**src/rtl/xrs_pkg.sv**
```systemverilog
`timescale 1ns/1ps
package xrs_pkg;
  localparam int CFG_W = 16;
  localparam int CNT_W = 6;

  typedef enum logic [2:0] {
    PH_IDLE, PH_SEL, PH_LATCH, PH_GAP, PH_STROBE, PH_TAIL
  } phase_t;

  typedef struct packed {
    logic [2:0] ale_f;
    logic       hold_short;   // set: no extra clock of address hold
    logic       gap_short;    // set: no extra clock before the strobe
    logic [3:0] rd_f;
  } timing_t;

  function automatic timing_t decode_cfg(input logic [CFG_W-1:0] r);
    timing_t t;
    t.ale_f      = r[14:12];
    t.hold_short = r[10];
    t.gap_short  = r[9];
    t.rd_f       = r[3:0];
    return t;
  endfunction

  function automatic logic [CNT_W-1:0] ale_halves(input timing_t t);
    logic [CNT_W-1:0] v;
    v = CNT_W'(t.ale_f) + CNT_W'(1);
    return v << 1;
  endfunction

  function automatic logic [CNT_W-1:0] hold_halves(input timing_t t);
    return t.hold_short ? CNT_W'(1) : CNT_W'(3);
  endfunction

  function automatic logic [CNT_W-1:0] gap_halves(input timing_t t);
    logic [CNT_W-1:0] v;
    v = CNT_W'(1);
    if (!t.hold_short) v = v + CNT_W'(2);
    if (!t.gap_short)  v = v + CNT_W'(2);
    return v;
  endfunction

  function automatic logic [CNT_W-1:0] strobe_halves(input timing_t t);
    logic [CNT_W-1:0] v;
    v = CNT_W'(t.rd_f) + CNT_W'(1);
    return v << 1;
  endfunction
endpackage

```
**src/rtl/xrs_ctrl.sv**
```systemverilog
`timescale 1ns/1ps
module xrs_ctrl
  import xrs_pkg::*;
(
  input  logic             clk,
  input  logic             rst_n,
  input  logic             req_valid,
  input  logic [CFG_W-1:0] cfg,
  output logic             accept_o,
  output logic             sel_o,
  output logic             ale_o,
  output logic             addr_drv_o,
  output logic             strobe_o,
  output logic             be_win_o,
  output logic             capture_o,
  output logic             ready_o
);
  timing_t          tm_q;
  phase_t           ph_q, ph_nxt;
  logic [CNT_W-1:0] cnt_q, len;
  logic             last;

  always_comb begin
    case (ph_q)
      PH_LATCH:  len = ale_halves(tm_q);
      PH_GAP:    len = gap_halves(tm_q);
      PH_STROBE: len = strobe_halves(tm_q);
      PH_TAIL:   len = CNT_W'(2);
      default:   len = CNT_W'(1);
    endcase
  end

  assign last = (cnt_q == len - CNT_W'(1));

  always_comb begin
    case (ph_q)
      PH_SEL:    ph_nxt = PH_LATCH;
      PH_LATCH:  ph_nxt = PH_GAP;
      PH_GAP:    ph_nxt = PH_STROBE;
      PH_STROBE: ph_nxt = PH_TAIL;
      default:   ph_nxt = PH_IDLE;
    endcase
  end

  assign accept_o = (ph_q == PH_IDLE) && req_valid;

  always_ff @(posedge clk or negedge rst_n) begin
    if (!rst_n) begin
      ph_q  <= PH_IDLE;
      cnt_q <= '0;
      tm_q  <= '0;
    end else if (accept_o) begin
      tm_q  <= decode_cfg(cfg);
      ph_q  <= PH_SEL;
      cnt_q <= '0;
    end else if (ph_q != PH_IDLE) begin
      if (last) begin
        ph_q  <= ph_nxt;
        cnt_q <= '0;
      end else begin
        cnt_q <= cnt_q + CNT_W'(1);
      end
    end
  end

  assign ready_o    = (ph_q == PH_IDLE);
  assign sel_o      = (ph_q != PH_IDLE);
  assign ale_o      = (ph_q == PH_LATCH);
  assign addr_drv_o = (ph_q == PH_SEL) || (ph_q == PH_LATCH) ||
                      ((ph_q == PH_GAP) && (cnt_q < hold_halves(tm_q)));
  assign strobe_o   = (ph_q == PH_STROBE);
  assign be_win_o   = (ph_q == PH_STROBE) && (cnt_q >= len - CNT_W'(2));
  assign capture_o  = (ph_q == PH_STROBE) && last;

  AST_NO_RESTART_BUSY: assert property (@(posedge clk) disable iff (!rst_n)
    (ph_q != PH_IDLE) |=> (ph_q != PH_SEL));
  AST_CNT_IN_PHASE: assert property (@(posedge clk) disable iff (!rst_n)
    (ph_q != PH_IDLE) |-> (cnt_q < len));
  AST_CAPTURE_ENDS_STROBE: assert property (@(posedge clk) disable iff (!rst_n)
    capture_o |=> (ph_q == PH_TAIL));
endmodule

```
**src/rtl/xrs_capture.sv**
```systemverilog
`timescale 1ns/1ps
module xrs_capture #(
  parameter int BUS_W = 16
) (
  input  logic             clk,
  input  logic             rst_n,
  input  logic             capture,
  input  logic [BUS_W-1:0] ad_in,
  output logic [BUS_W-1:0] rd_data,
  output logic             done
);
  always_ff @(posedge clk or negedge rst_n) begin
    if (!rst_n) begin
      rd_data <= '0;
      done    <= 1'b0;
    end else begin
      done <= capture;
      if (capture) rd_data <= ad_in;
    end
  end

  AST_DONE_SINGLE: assert property (@(posedge clk) disable iff (!rst_n)
    done |=> !done);
endmodule

```
**src/rtl/xrs_addr_latch.sv**
```systemverilog
`timescale 1ns/1ps
module xrs_addr_latch #(
  parameter int BUS_W = 16
) (
  input  logic             clk,
  input  logic             rst_n,
  input  logic             ale,
  input  logic             ad_oe,
  input  logic [BUS_W-1:0] ad_out,
  output logic [BUS_W-1:0] lat_addr
);
  // Transparent-while-high latch, modelled at half-bus-clock resolution.
  always_ff @(posedge clk or negedge rst_n) begin
    if (!rst_n)             lat_addr <= '0;
    else if (ale && ad_oe)  lat_addr <= ad_out;
  end

  AST_LATCH_SEES_ADDR: assert property (@(posedge clk) disable iff (!rst_n)
    ale |-> ad_oe);
endmodule

```
**src/rtl/xbus_read_seq.sv**
```systemverilog
`timescale 1ns/1ps
module xbus_read_seq
  import xrs_pkg::*;
#(
  parameter int BUS_W = 16
) (
  input  logic               clk,
  input  logic               rst_n,
  input  logic               req_valid,
  input  logic [BUS_W-1:0]   req_addr,
  input  logic [BUS_W/8-1:0] req_be,
  input  logic [CFG_W-1:0]   cfg,
  output logic               ready,
  output logic               done,
  output logic [BUS_W-1:0]   rd_data,
  output logic               ms_n,
  output logic               ale,
  output logic               rd_n,
  output logic [BUS_W/8-1:0] be_n,
  output logic [BUS_W-1:0]   ad_out,
  output logic               ad_oe,
  input  logic [BUS_W-1:0]   ad_in,
  output logic [BUS_W-1:0]   lat_addr
);
  localparam int BE_W = BUS_W / 8;

  logic            ev_accept, ev_sel, ev_ale, ev_addr_drv;
  logic            ev_strobe, ev_be_win, ev_capture;
  logic [BUS_W-1:0] addr_q;
  logic [BE_W-1:0]  be_q;

  xrs_ctrl u_ctrl (
    .clk(clk), .rst_n(rst_n), .req_valid(req_valid), .cfg(cfg),
    .accept_o(ev_accept), .sel_o(ev_sel), .ale_o(ev_ale),
    .addr_drv_o(ev_addr_drv), .strobe_o(ev_strobe), .be_win_o(ev_be_win),
    .capture_o(ev_capture), .ready_o(ready)
  );

  always_ff @(posedge clk or negedge rst_n) begin
    if (!rst_n) begin
      addr_q <= '0;
      be_q   <= '0;
    end else if (ev_accept) begin
      addr_q <= req_addr;
      be_q   <= req_be;
    end
  end

  assign ms_n   = !ev_sel;
  assign ale    = ev_ale;
  assign rd_n   = !ev_strobe;
  assign ad_oe  = ev_addr_drv;
  assign ad_out = ev_addr_drv ? addr_q : '0;
  assign be_n   = ev_be_win ? ~be_q : {BE_W{1'b1}};

  xrs_capture #(.BUS_W(BUS_W)) u_cap (
    .clk(clk), .rst_n(rst_n), .capture(ev_capture), .ad_in(ad_in),
    .rd_data(rd_data), .done(done)
  );

  xrs_addr_latch #(.BUS_W(BUS_W)) u_lat (
    .clk(clk), .rst_n(rst_n), .ale(ale), .ad_oe(ad_oe), .ad_out(ad_out),
    .lat_addr(lat_addr)
  );

  AST_ALE_UNDER_SELECT: assert property (@(posedge clk) disable iff (!rst_n)
    ale |-> !ms_n);
  AST_NO_DRIVE_IN_STROBE: assert property (@(posedge clk) disable iff (!rst_n)
    !rd_n |-> !ad_oe);
  AST_BE_INSIDE_STROBE: assert property (@(posedge clk) disable iff (!rst_n)
    (be_n != {BE_W{1'b1}}) |-> !rd_n);
  AST_DONE_AT_RD_RISE: assert property (@(posedge clk) disable iff (!rst_n)
    done |-> (rd_n && $past(!rd_n)));
  AST_MS_OUTLASTS_RD: assert property (@(posedge clk) disable iff (!rst_n)
    $rose(rd_n) |-> !ms_n);
endmodule

```
**config.mk**
```make
export PLATFORM = sky130hd
export DESIGN_NAME = xbus_read_seq
export DESIGN_NICKNAME = d
export VERILOG_FILES = /design/src/rtl/xrs_pkg.sv /design/src/rtl/xrs_ctrl.sv /design/src/rtl/xrs_capture.sv /design/src/rtl/xrs_addr_latch.sv /design/src/rtl/xbus_read_seq.sv
export SDC_FILE = /design/constraint.sdc
export NUM_CORES = 1
export LEC_CHECK = 0
export CORE_ASPECT_RATIO = 0.7
export CORE_MARGIN = 1.5
export CORE_UTILIZATION = 47
export CTS_CLUSTER_SIZE = 28
export DETAILED_ROUTE_END_ITERATION = 7
export HOLD_SLACK_MARGIN = 0.02
export PLACE_DENSITY_LB_ADDON = 0.25
export SYNTH_ARGS = -nofsm -noshare
export SYNTH_HDL_FRONTEND = slang
export SYNTH_SLANG_ARGS = --single-unit
export TNS_END_PERCENT = 10
```
**constraint.sdc**
```tcl
create_clock -name clk -period 4.2 [get_ports clk]
set_clock_uncertainty 0.05 [all_clocks]
set_input_delay 0.63 -clock clk [delete_from_list [all_inputs] [get_ports clk]]
set_output_delay 0.63 -clock clk [all_outputs]
set_load 0.01 [all_outputs]
```
==> summary.log, run 1 <==
qor: place.port_bufs 101
qor: floorplan.die_area 0.00790 mm²
qor: sta.fmax 0.254 GHz
qor: logic_synthesis.fraction_of_synthesized_cell_area_taken_by_the_top_area_cell_type 49.8%
qor: logic_synthesis.async_s_r_ff_share_synth 100%
qor: sta.final_setup_violation_count 0
qor: finish.finish.instance_area 0.00473 mm²
qor: place.place_hpwl 5570 µm
qor: logic_synthesis.count_of_flip_flops_with_a_built_in_enable_after_synthesis 0
qor: worst_setup_path.worstPathArrival 3.25 ns
qor: clock_tree.root_buffer sky130_fd_sc_hd__clkbuf_8
qor: logic_synthesis.count_of_different_cell_masters_after_synthesis 45
qor: drt.vias 2515
qor: worst_setup_path.crit_chain ha_1 > mux2i_1 > a2bb2oi_2 > ha_2 > nand2_1 > nor2_1 > xor2_1 > ha_1 > o21ai_0 > a21oi_1 > nand2_1 > clkdlybuf4s50_1
qor: clock_tree.tritoncts.num_buffers 9
qor: logic_synthesis.syn_nets 347
qor: drt.drt-initial-drc-count 110
qor: global_routing.grt_start_max_net_pins 37
qor: logic_synthesis.yosysSeqAreaShare 49.8%
qor: floorplan.cell_row_count 25
qor: clock_tree.insertion_delay 0.34 ns
qor: pwr.power_density 742 mW/mm²
qor: clock_tree.htreeDepth 3
qor: drt.detail_route.vias_per_cell 5.20
qor: place.gp_routability_congestion 0.817
qor: finish.layout-drive-gt1-share 22.6%
qor: clock_tree.clock-sinks 69
qor: logic_synthesis.ys_warn_count 0
qor: finish.synthToLayoutAreaGrowth 36.6%
qor: drt.post_route_antenna_net_violation_count 0
qor: logic_synthesis.seq_cells_post_synth 69
qor: logic_synthesis.postSynth.topFlopCell sky130_fd_sc_hd__dfrtp_1
qor: drt.drc 0
qor: status.run_status finished clean
qor: logic_synthesis.avgSynthCellArea 12.4 µm²
qor: drt.drt-total-wl 7500 µm
qor: global_routing.global_route.usage.total 19.9%
qor: worst_setup_path.critPathRequiredTime 3.52 ns
qor: worst_hold_path.worst_hold_path_type input pin to async pin
qor: sta.drv_slew 0
qor: logic_synthesis.synth_area_leader_cell sky130_fd_sc_hd__dfrtp_1
qor: logic_synthesis.area_of_the_mapped_netlist 0.00346 mm²
qor: sta.hold_violations 0
qor: clock_tree.cts.repair_timing.setup_buffer_count 0
qor: finish.insertedDiodeCount 0
qor: job.drv.max_cap_violation_count 0
qor: pwr.p_leak 2.05 nW
qor: drt.number_of_detailed_route_iterations_in_the_first_pass 4
qor: logic_synthesis.yosys-top-cells-area sky130_fd_sc_hd__dfrtp_1 50%, sky130_fd_sc_hd__mux2_2 15%, sky130_fd_sc_hd__ha_1 5.1%
qor: clock_tree.tritoncts done
qor: finish.finish.utilization 68.2%
qor: sta.worstMarginPinSlew 0.582 ns
qor: floorplan.design.portCount 109
qor: clock_tree.clockBufferDepth 2
qor: sta.rsz0062_at_grt false
qor: global_routing.grt_first_pass_wirelength 11900 µm
qor: sta.period_utilisation_layout 93.6%
qor: floorplan.initial_util 49.9%
qor: sta.worst_slew_margin_relative_to_its_limit 61.2%
qor: worst_setup_path.reg2reg_from u_ctrl.tm_q[6]
qor: global_routing.grt_antenna_before_repair 0
qor: worst_setup_path.endpoint_kind output pin
qor: floorplan.chipWidth 106 µm
qor: global_routing.number_of_global_route_vias_before_repair 2415
qor: worst_setup_path.startpoint_type flip-flop
qor: floorplan.core 0.00694 mm²
qor: clock_tree.path_clk_slew 0.07 ns
qor: floorplan.floorplan.die.height 74.8 µm
qor: drt.wire_per_inst 15.5 µm
qor: worst_setup_path.worst_r2r_endpoint u_cap.rd_data[4]
qor: worst_setup_path.critical_path.startpoint u_ctrl.tm_q[6]
qor: worst_setup_path.crit_path_max_fanout 6
qor: worst_setup_path.worst-setup-path-type flip-flop to output pin
qor: pwr.vdd_ir_drop_max 0.289 mV
qor: worst_setup_path.r2r_cells 12
qor: worst_setup_path.reg2reg_setup_slack 0.71 ns
qor: sta.setup_tns 0 ns
qor: global_routing.gr-total-overflow 0
qor: worst_setup_path.crit_path_max_incr_delay 0.54 ns
qor: finish.final_nets 453
qor: logic_synthesis.post_synth_inst_count 280
qor: sta.period_needed 3.93 ns
qor: place.dpl_cell_area 0.00455 mm²
qor: worst_setup_path.critical-path-slowest-cell sky130_fd_sc_hd__clkdlybuf4s50_1
[kinds of logic (layout without fill, tap and decap cells)]
group / count (synthesis) / in the layout / synth area share, %
fa+ha+maj: 14 / 14 / 5.06
compound gates: 29 / 29 / 5.56
simple gates: 72 / 72 / 12.2
xor+xnor: 12 / 12 / 3.03
buf+inv: 24 / 134 / 3.97
mux: 60 / 60 / 20.3
flops: 69 / 69 / 49.8
[placed cells by master (no fill, tap or decap), drive strengths merged, types with 2 or more instances in the layout]
master         Yosys  routed
clkbuf             4      10
clkdlybuf4s50      0     100
and2              18      18
xnor2              4       4
a21oi              6       6
mux2i              4       4
nand3              4       4
buf                9       8
nand4              2       2
clkinv             0       3
ha                14      14
nor2              10      10
nor2b              3       3
o31ai              2       2
xor2               8       8
dfrtp             69      69
nor3               6       6
and3               4       4
a22oi              2       2
nor3b              2       2
nor4               5       5
inv               11      11
o21ai             11      11
nand2              9       9
mux2              56      56
nand2b             3       3
[flip-flops by register name, indices dropped and copies added (netlist names)]
name            flops
addr_q             16
u_cap.rd_data      16
u_lat.lat_addr     16
u_ctrl.tm_q         9
u_ctrl.cnt_q        6
u_ctrl.ph_q         3
be_q                2
u_cap.done          1
[metal layers]
| layer | vias up | GRT usage, % | share of wire (%) |
|---|---|---|---|
| li1 | 1192 | - | - |
| met5 | - | 0 | 0 |
| met3 | 6 | 8.14 | 8.6 |
| met1 | 1222 | 26.8 | 45 |
| met4 | 0 | 6.31 | 0.81 |
| met2 | 95 | 29.8 | 45 |
[cells in the mapped netlist (3+ instances only)]
cell and count:
sky130_fd_sc_hd__buf_6 3, sky130_fd_sc_hd__nor4_1 5, sky130_fd_sc_hd__mux2_2 47, sky130_fd_sc_hd__dfrtp_1 69, sky130_fd_sc_hd__nor2b_1 3, sky130_fd_sc_hd__inv_1 11, sky130_fd_sc_hd__nand3_1 4, sky130_fd_sc_hd__xor2_1 8
sky130_fd_sc_hd__and2_1 18, sky130_fd_sc_hd__nor2_1 10, sky130_fd_sc_hd__mux2_4 9, sky130_fd_sc_hd__ha_1 14, sky130_fd_sc_hd__and3_1 4, sky130_fd_sc_hd__clkbuf_1 4, sky130_fd_sc_hd__nand2b_1 3, sky130_fd_sc_hd__nand2_1 9
sky130_fd_sc_hd__a21oi_1 6, sky130_fd_sc_hd__mux2i_1 4, sky130_fd_sc_hd__xnor2_1 4, sky130_fd_sc_hd__nor3_1 5, sky130_fd_sc_hd__o21ai_0 11
[through the flow]
| step | total power, mW | hold slack (ns) | std cells | setup WS, ns |
|---|---|---|---|---|
| 5_1_grt | 3.78 | 0.264 | 484 | 0.00634 |
| 3_3_place_gp | 2.96 | 0.439 | 469 | 0.560 |
| 6_report | 3.51 | 0.232 | 484 | 0.270 |
| 2_1_floorplan | 2.29 | 0.284 | 280 | 0.930 |
| 4_1_cts | 3.54 | 0.239 | 484 | 0.159 |
| 3_5_place_dp | 3.02 | 0.441 | 469 | 0.552 |
[worst max-delay path: cells and delay by family, from the launching register on]
kind / cells / cell delay [ns]
buffers and inverters: 1 / 0.54
and+or+nand+nor: 3 / 0.28
AOI/OAI and AO/OA: 3 / 0.54
adders and majority gates: 3 / 0.82
DFF: 1 / 0.40
muxes: 1 / 0.16
xor gates and xnor gates: 1 / 0.16
[cell type report]
cell class / instances / area, µm²
fillers: 509 / 2210
inverters: 11 / 41.3
well taps: 94 / 118
clock inverters: 5 / 52.6
repair buffers: 108 / 1060
clock buffers: 10 / 128
flip-flops and latches: 69 / 1730
multi-input cells: 187 / 1610
[where the power goes]
part	total, mW	internal [mW]	switching [mW]	leakage, nW
clock network	0.503	0.268	0.236	0.0919
logic	1.87	1.04	0.827	1.10
registers	1.14	0.933	0.209	0.861
[timing repair]
item	CTS	global route
gates resized for setup	0	3
hold buffers	0	0
endpoints found under the setup margin	0	2
endpoints found under the hold margin	0	0
[worst max-delay path by stage]
stage	to	slack, ns	cells after the start
6_report	be_n[0]	0.27	12
4_1_cts	be_n[1]	0.16	11
3_3_place_gp	be_n[0]	0.56	11
5_1_grt	be_n[0]	0.006	12
3_5_place_dp	be_n[1]	0.55	11
2_1_floorplan	u_cap.rd_data[10]	0.93	13
(Power assumes the default switching activity.)
==> run 2: changes to the inputs <==
--- a/config.mk
+++ b/config.mk
@@ -12,6 +12,7 @@
 export DETAILED_ROUTE_END_ITERATION = 7
 export HOLD_SLACK_MARGIN = 0.02
 export PLACE_DENSITY_LB_ADDON = 0.25
+export SKIP_LAST_GASP = 1
 export SYNTH_ARGS = -nofsm -noshare
 export SYNTH_HDL_FRONTEND = slang
 export SYNTH_SLANG_ARGS = --single-unit
==> results of run 2 <==
Same layout as run 1: the final DEF is identical, and so are final timing and power.
==> run 3: changes to the inputs <==
--- a/config.mk
+++ b/config.mk
@@ -5,6 +5,7 @@
 export SDC_FILE = /design/constraint.sdc
 export NUM_CORES = 1
 export LEC_CHECK = 0
+export ABC_AREA = 0
 export CORE_ASPECT_RATIO = 0.7
 export CORE_MARGIN = 1.5
 export CORE_UTILIZATION = 47
==> results of run 3 <==
Same layout as run 1: the final DEF is identical, and so are final timing and power.
